==> src/rtl/reload_timer_pkg.sv <==
`timescale 1ns/1ps
// Shared register selects and bit positions for the reload timer.
// Assumes a 2-bit register select and a data width of at least 4 bits.
package reload_timer_pkg;
    localparam int SEL_W = 2;

    typedef enum logic [SEL_W-1:0] {
        SEL_RELOAD = 2'd0,
        SEL_CTRL   = 2'd1,
        SEL_IRQ    = 2'd2,
        SEL_COUNT  = 2'd3
    } reg_sel_e;

    // control register bit positions
    localparam int CTL_RUN    = 0;
    localparam int CTL_PRESET = 1;
    localparam int CTL_OEN    = 2;
    // interrupt register bit positions (priority sits in the low bits)
    localparam int IRQ_IE     = 2;
    localparam int IRQ_FLAG   = 3;
endpackage

==> src/rtl/reload_timer_regs.sv <==
`timescale 1ns/1ps
// Register file: holds the reload value, run, output enable, priority and
// interrupt enable. It decodes the preset and flag-clear strobes and muxes
// read data. Assumes a single-cycle write strobe and CW >= 4.
module reload_timer_regs
    import reload_timer_pkg::*;
#(
    parameter int CW = 8,
    parameter int PW = 2
) (
    input  logic             clk,
    input  logic             rst_n,
    input  logic             we,
    input  logic [SEL_W-1:0] addr,
    input  logic [CW-1:0]    wdata,
    input  logic [CW-1:0]    count,
    input  logic             flag,
    output logic [CW-1:0]    rdata,
    output logic [CW-1:0]    reload,
    output logic             run,
    output logic             oen,
    output logic [PW-1:0]    prio,
    output logic             ie,
    output logic             preset_stb,
    output logic             clr_stb
);
    localparam logic [SEL_W-1:0] A_RELOAD = SEL_RELOAD;
    localparam logic [SEL_W-1:0] A_CTRL   = SEL_CTRL;
    localparam logic [SEL_W-1:0] A_IRQ    = SEL_IRQ;

    // Write-one strobes, valid for the write cycle only.
    assign preset_stb = we && (addr == A_CTRL) && wdata[CTL_PRESET];
    assign clr_stb    = we && (addr == A_IRQ)  && wdata[IRQ_FLAG];

    // Capture the programmable fields on a bus write.
    always_ff @(posedge clk) begin
        if (!rst_n) begin
            reload <= '0;
            run    <= 1'b0;
            oen    <= 1'b0;
            prio   <= '0;
            ie     <= 1'b0;
        end else if (we) begin
            case (addr)
                A_RELOAD: reload <= wdata;
                A_CTRL: begin
                    run <= wdata[CTL_RUN];
                    oen <= wdata[CTL_OEN];
                end
                A_IRQ: begin
                    prio <= wdata[PW-1:0];
                    ie   <= wdata[IRQ_IE];
                end
                default: ;
            endcase
        end
    end

    // Read mux; the preset bit always reads as zero.
    always_comb begin
        rdata = '0;
        case (addr)
            A_RELOAD: rdata = reload;
            A_CTRL: begin
                rdata[CTL_RUN] = run;
                rdata[CTL_OEN] = oen;
            end
            A_IRQ: begin
                rdata[PW-1:0]   = prio;
                rdata[IRQ_IE]   = ie;
                rdata[IRQ_FLAG] = flag;
            end
            default: rdata = count;
        endcase
    end
endmodule

==> src/rtl/reload_timer_counter.sv <==
`timescale 1ns/1ps
// Down-counter with reload. A preset loads the reload value and takes
// priority over a tick. While running, a tick at zero is an underflow and
// reloads. Assumes tick is a single-cycle pulse.
module reload_timer_counter #(
    parameter int CW = 8
) (
    input  logic          clk,
    input  logic          rst_n,
    input  logic          tick,
    input  logic          run,
    input  logic          preset,
    input  logic [CW-1:0] reload,
    output logic [CW-1:0] count,
    output logic          uflow
);
    localparam logic [CW-1:0] ONE = CW'(1);

    // Underflow: a running tick at zero that is not overridden by a preset.
    assign uflow = tick && run && !preset && (count == '0);

    // Count register: preset, then decrement or reload on a running tick.
    always_ff @(posedge clk) begin
        if (!rst_n) begin
            count <= '0;
        end else if (preset) begin
            count <= reload;
        end else if (tick && run) begin
            count <= (count == '0) ? reload : count - ONE;
        end
    end
endmodule

==> src/rtl/reload_timer_irq.sv <==
`timescale 1ns/1ps
// Underflow consequences: the factor flag (set wins over clear), the
// half-rate toggle with its output gate, and the prioritised request
// against the CPU mask. Assumes uflow and clr are single-cycle strobes.
module reload_timer_irq #(
    parameter int PW = 2
) (
    input  logic          clk,
    input  logic          rst_n,
    input  logic          uflow,
    input  logic          clr,
    input  logic          oen,
    input  logic          ie,
    input  logic [PW-1:0] prio,
    input  logic [PW-1:0] mask,
    output logic          flag,
    output logic          tog,
    output logic          clk_out,
    output logic          req,
    output logic [PW-1:0] level
);
    // Factor flag: set on underflow, cleared by write-one, set dominates.
    always_ff @(posedge clk) begin
        if (!rst_n)      flag <= 1'b0;
        else if (uflow)  flag <= 1'b1;
        else if (clr)    flag <= 1'b0;
    end

    // Divide-by-two toggle, flipping on every underflow.
    always_ff @(posedge clk) begin
        if (!rst_n)     tog <= 1'b0;
        else if (uflow) tog <= ~tog;
    end

    // Output gate and request qualification.
    always_comb begin
        clk_out = tog && oen;
        req     = flag && ie && (prio > mask);
        level   = req ? prio : '0;
    end
endmodule

==> src/rtl/reload_timer.sv <==
`timescale 1ns/1ps
// Top of the reloadable down-counter timer. It connects the register file,
// counter and interrupt/output logic. Everything runs on one clock with a
// synchronous active-low reset. The prescaler pulse arrives on cnt_tick.
module reload_timer
    import reload_timer_pkg::*;
#(
    parameter int CW = 8,
    parameter int PW = 2
) (
    input  logic             clk,
    input  logic             rst_n,
    input  logic             cnt_tick,
    input  logic [PW-1:0]    cpu_mask,
    input  logic             bus_we,
    input  logic [SEL_W-1:0] bus_addr,
    input  logic [CW-1:0]    bus_wdata,
    output logic [CW-1:0]    bus_rdata,
    output logic             clk_out,
    output logic             irq_req,
    output logic [PW-1:0]    irq_level
);
    logic [CW-1:0] reload_q;
    logic [CW-1:0] cnt_q;
    logic          run_q;
    logic          oen_q;
    logic [PW-1:0] prio_q;
    logic          ie_q;
    logic          preset_stb;
    logic          clr_stb;
    logic          uflow;
    logic          flag_q;
    logic          tog_q;

    reload_timer_regs #(.CW(CW), .PW(PW)) u_regs (
        .clk        (clk),
        .rst_n      (rst_n),
        .we         (bus_we),
        .addr       (bus_addr),
        .wdata      (bus_wdata),
        .count      (cnt_q),
        .flag       (flag_q),
        .rdata      (bus_rdata),
        .reload     (reload_q),
        .run        (run_q),
        .oen        (oen_q),
        .prio       (prio_q),
        .ie         (ie_q),
        .preset_stb (preset_stb),
        .clr_stb    (clr_stb)
    );

    reload_timer_counter #(.CW(CW)) u_cnt (
        .clk    (clk),
        .rst_n  (rst_n),
        .tick   (cnt_tick),
        .run    (run_q),
        .preset (preset_stb),
        .reload (reload_q),
        .count  (cnt_q),
        .uflow  (uflow)
    );

    reload_timer_irq #(.PW(PW)) u_irq (
        .clk     (clk),
        .rst_n   (rst_n),
        .uflow   (uflow),
        .clr     (clr_stb),
        .oen     (oen_q),
        .ie      (ie_q),
        .prio    (prio_q),
        .mask    (cpu_mask),
        .flag    (flag_q),
        .tog     (tog_q),
        .clk_out (clk_out),
        .req     (irq_req),
        .level   (irq_level)
    );
endmodule

==> config.mk <==
export PLATFORM = sky130hd
export DESIGN_NAME = reload_timer
export DESIGN_NICKNAME = d
export VERILOG_FILES = /design/src/rtl/reload_timer_pkg.sv /design/src/rtl/reload_timer_regs.sv /design/src/rtl/reload_timer_counter.sv /design/src/rtl/reload_timer_irq.sv /design/src/rtl/reload_timer.sv
export SDC_FILE = /design/constraint.sdc
export NUM_CORES = 1
export LEC_CHECK = 0
export ABC_AREA = 1
export BUFFER_PORTS_ARGS = -buffer_cell sky130_fd_sc_hd__buf_2
export CAP_MARGIN = 20
export CORE_ASPECT_RATIO = 0.9
export CORE_MARGIN = 5
export CORE_UTILIZATION = 50
export DETAILED_ROUTE_END_ITERATION = 7
export GPL_TIMING_DRIVEN = 0
export PLACE_DENSITY = 0.74
export SLEW_MARGIN = 10
export SYNTH_ARGS = -nofsm -noshare
export SYNTH_HDL_FRONTEND = slang
export SYNTH_SLANG_ARGS = --single-unit
==> constraint.sdc <==
create_clock -name clk -period 1.6 [get_ports clk]
set_input_delay 0.32 -clock clk [delete_from_list [all_inputs] [get_ports clk]]
set_output_delay 0.32 -clock clk [all_outputs]
set_load 0.1 [all_outputs]
## Word level (Yosys, flattened, before mapping)

Cells that the tools add are included.

| storage, ports and cells | value |
|---|---|
| input port bits | 16 |
| register bits after elaboration | 23 |
| RAM bits | 0 |
| memory bits (read-only) | 0 |
| bits in latches | 0 |
| word-level logic and storage cells | 43 |
| output and inout port bits | 12 |
| memories | 0 |

| cells by class | value |
|---|---|
| div/mod/pow operators | 0 |
| bitwise operators | 1 |
| magnitude comparators | 1 |
| multiply operators | 0 |
| $add $sub $neg | 1 |
| shift operators | 0 |
| muxes and demuxes | 11 |
| equality and inequality tests | 2 |
| reduce and logical (&&, ||, !) cells | 19 |

Operators by type and width:

| cell | count |
|---|---|
| 2-to-1 mux 8 bit | 3 |
| case mux 1 bit (3 select lines) | 4 |
| logical AND 1 bit | 10 |
| zero test 8 bit | 1 |
| case mux 4 bit (2 select lines) | 1 |
| subtractor 8 x 1 -> 8 bit (second input constant) | 1 |
| AND reduction 2 bit | 3 |
| nonzero test 2 bit | 2 |
| equality test 2 x 1 -> 1 bit (second input constant) | 1 |
| equality test 2 bit (second input constant) | 1 |
| > comparator 2 bit | 1 |
| zero test 2 bit | 1 |
| 2-to-1 mux 1 bit | 2 |
| 2-to-1 mux 2 bit | 1 |
| OR reduction 2 bit | 1 |
| zero test 1 bit | 1 |
| NOT 1 bit | 1 |

## Depth between registers and ports, before layout

| depth | value |
|---|---|
| depth after elaboration | 7 |
| mapped depth | 8 |
| mapped depth without buffers | 8 |

## Cells and area by module

From an unflattened synthesis, not the netlist that was laid out.

| unflattened totals | value |
|---|---|
| cell total of the unflattened synthesis | 245 |
| area, all modules | 1519.0 sq um |

Modules (own cells, without submodules):

| module | area each (sq um) | sequential area each (sq um) | cells an instance | times used |
|---|---|---|---|---|
| reload_timer_regs | 778.2 | 260.2 | 125 | 1 |
| reload_timer_counter | 581.8 | 160.2 | 92 | 1 |
| reload_timer_irq | 158.9 | 40.0 | 28 | 1 |

## Least setup slack after synthesis

OpenSTA, ideal clock, no wires.

| path | value |
|---|---|
| path type | input to output |
| start | in cpu_mask[1] |
| end | out irq_level[0] |
| buffers on the path | 0 |
| required time | 1280 ps |
| stages | 7 |
| data arrival time | 2995 ps |
| path slack | -1715 ps |
| path through | inv_1 > ha_1 > a21oi_1 > a21oi_1 > and3_1 > inv_1 > nor2_1 |

| between the ends | value |
|---|---|
| cells in the longest elaborated chain, start to end | 3 |

RTL lines:

| element | line | text |
|---|---|---|
| start: declaration | reload_timer.sv:14 | `input logic [PW-1:0] cpu_mask,` |
| > comparator 2 bit | reload_timer_irq.sv:38 | `req = flag && ie && (prio > mask);` |
| logical AND 1 bit | reload_timer_irq.sv:38 |  |
| via irq_req | reload_timer.sv:20 | `output logic irq_req,` |
| 2-to-1 mux 2 bit | reload_timer_irq.sv:39 | `level = req ? prio : '0;` |
| end: declaration | reload_timer.sv:21 | `output logic [PW-1:0] irq_level` |

The timed path passes the listed nets, and every way through them passes these cells.

## Worst setup path after layout

| path | value |
|---|---|
| start | reg u_regs.prio[1] |
| end | out irq_level[0] |

| between the ends | value |
|---|---|
| cells in the longest elaborated chain, start to end | 3 |

RTL lines:

| element | line | text |
|---|---|---|
| start: declaration | reload_timer_regs.sv:22 | `output logic [PW-1:0] prio,` |
| start signal: assignment | reload_timer_regs.sv:51 | `prio <= wdata[PW-1:0];` |
| > comparator 2 bit | reload_timer_irq.sv:38 |  |
| logical AND 1 bit | reload_timer_irq.sv:38 |  |
| 2-to-1 mux 2 bit | reload_timer_irq.sv:39 |  |

No other way between the ends.

==> out/qor.yml <==
status: "finished with violations"
violations: "setup timing"
h-tree-depth: 1
r2r_slack_ps: 130
gp_congestion: 0.859
dieWidth_um: 64.1
antenna_found_initial: 0
place_ws_ps: -424
dp_hpwl_mm: 2.86
drv_slew: 0
async_flop_share_pct: 0
reg2reg_from: "u_cnt.count[0]"
final_nets: 247
setup_viol: 3
syn2layout_area_growth_pct: 44.8
crit_fanout: 2
yosysTopAreaCell: "dfxtp_1"
grt_overflow: 0
grt_start_max_net_pins: 15
ys_ff_latch: 23
clock_sinks: 23
multi_input_area_um2: 862
via_count: 1462
final_hold_viol_count: 0
yosysWarnings: 0
fin_skew_ps: 9.06
cts_buffers: 3
drtPass1Iterations: 4
clock_latency_ps: 320
post-route-min-period_ps: 1960
maxCapViolCount: 0
grt_pass1_vias: 1394
row_count: 17
n_antenna_cell: 0
syn-cell-area_um2: 1320
clk_pin_slew_worst_paths_ps: 140
r2r_cells: 7
synth_cell_types: 26
drc: 0
rsz0062_at_grt: "true"
seqCellArea_um2: 477
synth-edff-count: 0
die-area_um2: 3760
cts_tree: "built"
synthSimpleGateAreaFrac_pct: 22.9
min_path_type: "in2reg"
synth_area_leaders: "dfxtp_1 (35%), inv_1 (10%), a21oi_1 (9.1%)"
crit_required_ps: 1280
worst_slack_ps: -357
synthAdderAreaFrac_pct: 3.80
worstSetupEndpoint: "irq_level[0]"
wl_per_cell_um: 15.8
synthXorXnorAreaFrac_pct: 1.33
syn-num-nets: 211
timing.fmax_ghz: 0.511
critPathArrivalTime_ps: 1640
root_buffer: "clkbuf_4"
pwr-share-seq_pct: 44.0
viasPerCell: 5.76
coreArea_um2: 2490
switching_share_pct: 38.8
muxShareOfSynthArea_pct: 0
power.switching_w: 0.000558
pin_count: 28
synth-compound-area-share_pct: 24.8
hold_slack_ps: 267
drive_gt1_share_pct: 35.8
fillerInstances: 187
peakVddDrop_v: 0.000672
min_period_over_period_pct: 122
synth_ff_type: "dfxtp_1"
io_buffers: 27
end_kind: "primary output"
synth_common_cells: "inv_1 (35), nand2_1 (29), a21oi_1 (24)"
slew_headroom_pct: 71.7
synth_top_family_by_area: "compound AO/OA/AOI/OAI gates"
p_per_area_nw_per_um2: 753
grt_pass1_wl_mm: 6.58
startpoint: "u_regs.prio[1]"
totalWireLength_mm: 4.01
initial_core_util_pct: 52.9
yosysMostFrequentCell: "inv_1"
power_frac_clock_pct: 20.0
r2r_end: "u_irq.tog"
drtIter0Drc: 150
die_h_um: 58.7
yosysTopAreaCellShare_pct: 34.9
power.internal_w: 0.000879
track_usage_pct: 22.0
ctsLongestPathBuffers: 2
tightest_slew_ps: 424
p_leak_nw: 0.777
ys_seq_area_share_pct: 34.9
netlist_instances: 191
path_class: "reg2out"
worst_setup_path_start_kind: "flop"
avgSynthCellArea_um2: 6.90
ant_nets: 0
combPwrFrac_pct: 36.0
cell type report:
| cell class | count | share of cell area [%] |
|---|---|---|
| timing repair buffer | 31 | 17.2 |
| multi-input combinational | 129 | 45.2 |
| tap | 28 | 1.84 |
| clock inverter | 1 | 0.393 |
| buffer | 3 | 1.38 |
| clock buffer | 3 | 1.18 |
| sequential | 23 | 25.0 |
| inverter | 36 | 7.87 |
power by group through the flow:
stage / registers (W) / clock network (W) / logic, W
after floorplan: 0.000636 / 0 / 0.000337
after global placement: 0.000641 / 0 / 0.000434
after detailed placement: 0.000642 / 0 / 0.000444
after CTS: 0.000630 / 0.000297 / 0.000476
after global routing: 0.000637 / 0.000323 / 0.000560
final: 0.000632 / 0.000287 / 0.000517
cells in the final DEF (no fill, tap or decap), types with 2 or more instances in the layout:
master	synthesis	layout
xor2_1	2	2
buf_4	1	4
inv_4	0	3
buf_12	0	10
buf_6	0	2
nor2_4	0	5
dfxtp_4	0	2
o21bai_1	2	2
o22ai_2	0	4
a21oi_2	0	2
nor2_1	11	7
ha_1	4	2
a21oi_1	24	22
inv_2	1	5
nor2_2	3	2
clkbuf_4	0	4
dfxtp_2	0	7
inv_1	35	27
o2111ai_4	0	2
nand2_1	29	28
o21ai_0	22	22
ha_4	0	2
nand2_2	2	2
nand3_1	15	15
dfxtp_1	23	14
o21ai_2	2	2
buf_2	0	15
layer usage:
metal	track usage (%)	routed length (um)
met1	29.0	1650
met3	6.11	331
met2	35.9	1990
met5	0	0
met4	5.52	37
critical path, stage by stage (launching register included):
cell and delay, ps:
dfxtp_2 360, ha_4 270, a21oi_2 50, a21oi_2 110
and3_4 210, inv_4 50, nor2_4 90, buf_12 180
what timing repair did:
item / in CTS / in global routing
setup buffers: 2 / 2
hold buffers: 0 / 0
endpoints found under the setup margin: 11 / 20
gates resized for setup: 39 / 27
endpoints found under the hold margin: 0 / 0
pin swaps: 4 / 4
worst min-delay path by stage:
stage                                  end  cells past startpoint             start
after floorplan           u_regs.reload[1]                      2  u_regs.reload[1]
after global placement           u_irq.tog                      2         u_irq.tog
after detailed placement  u_regs.reload[1]                      2  u_regs.reload[1]
after CTS                 u_regs.reload[6]                      3      bus_wdata[6]
after global routing      u_regs.reload[6]                      3      bus_wdata[6]
final                     u_regs.reload[6]                      3      bus_wdata[6]
cells by family (layout without fill, tap and decap cells):
group,after synthesis,in the layout
buffers and inverters,39,74
adder cells (fa/ha/maj),4,4
XOR/XNOR,2,2
AND/OR/NAND/NOR,64,64
flip-flops,23,23
AO/OA/AOI/OAI,59,59
state kept, by name (all words and copies together), names as in the netlist:
name	flops
u_regs.oen	1
u_regs.reload	8
u_regs.prio	2
u_irq.flag	1
u_regs.ie	1
u_irq.tog	1
u_cnt.count	8
u_regs.run	1
per-stage QoR:
stage | utilization, % | TNS, ps | cells | instance area, um^2 | total power (W)
5_1_grt | 76.7 | -1250 | 254 | 1910 | 0.00152
2_1_floorplan | - | -2160 | 191 | 1460 | 0.000973
4_1_cts | 72.6 | -1030 | 252 | 1810 | 0.00140
3_5_place_dp | 65.7 | -2780 | 246 | 1630 | 0.00109
3_3_place_gp | 65.7 | -2560 | 246 | 1630 | 0.00108
6_report | 76.7 | -1010 | 254 | 1910 | 0.00144
Power figures use the tool's default switching activity.
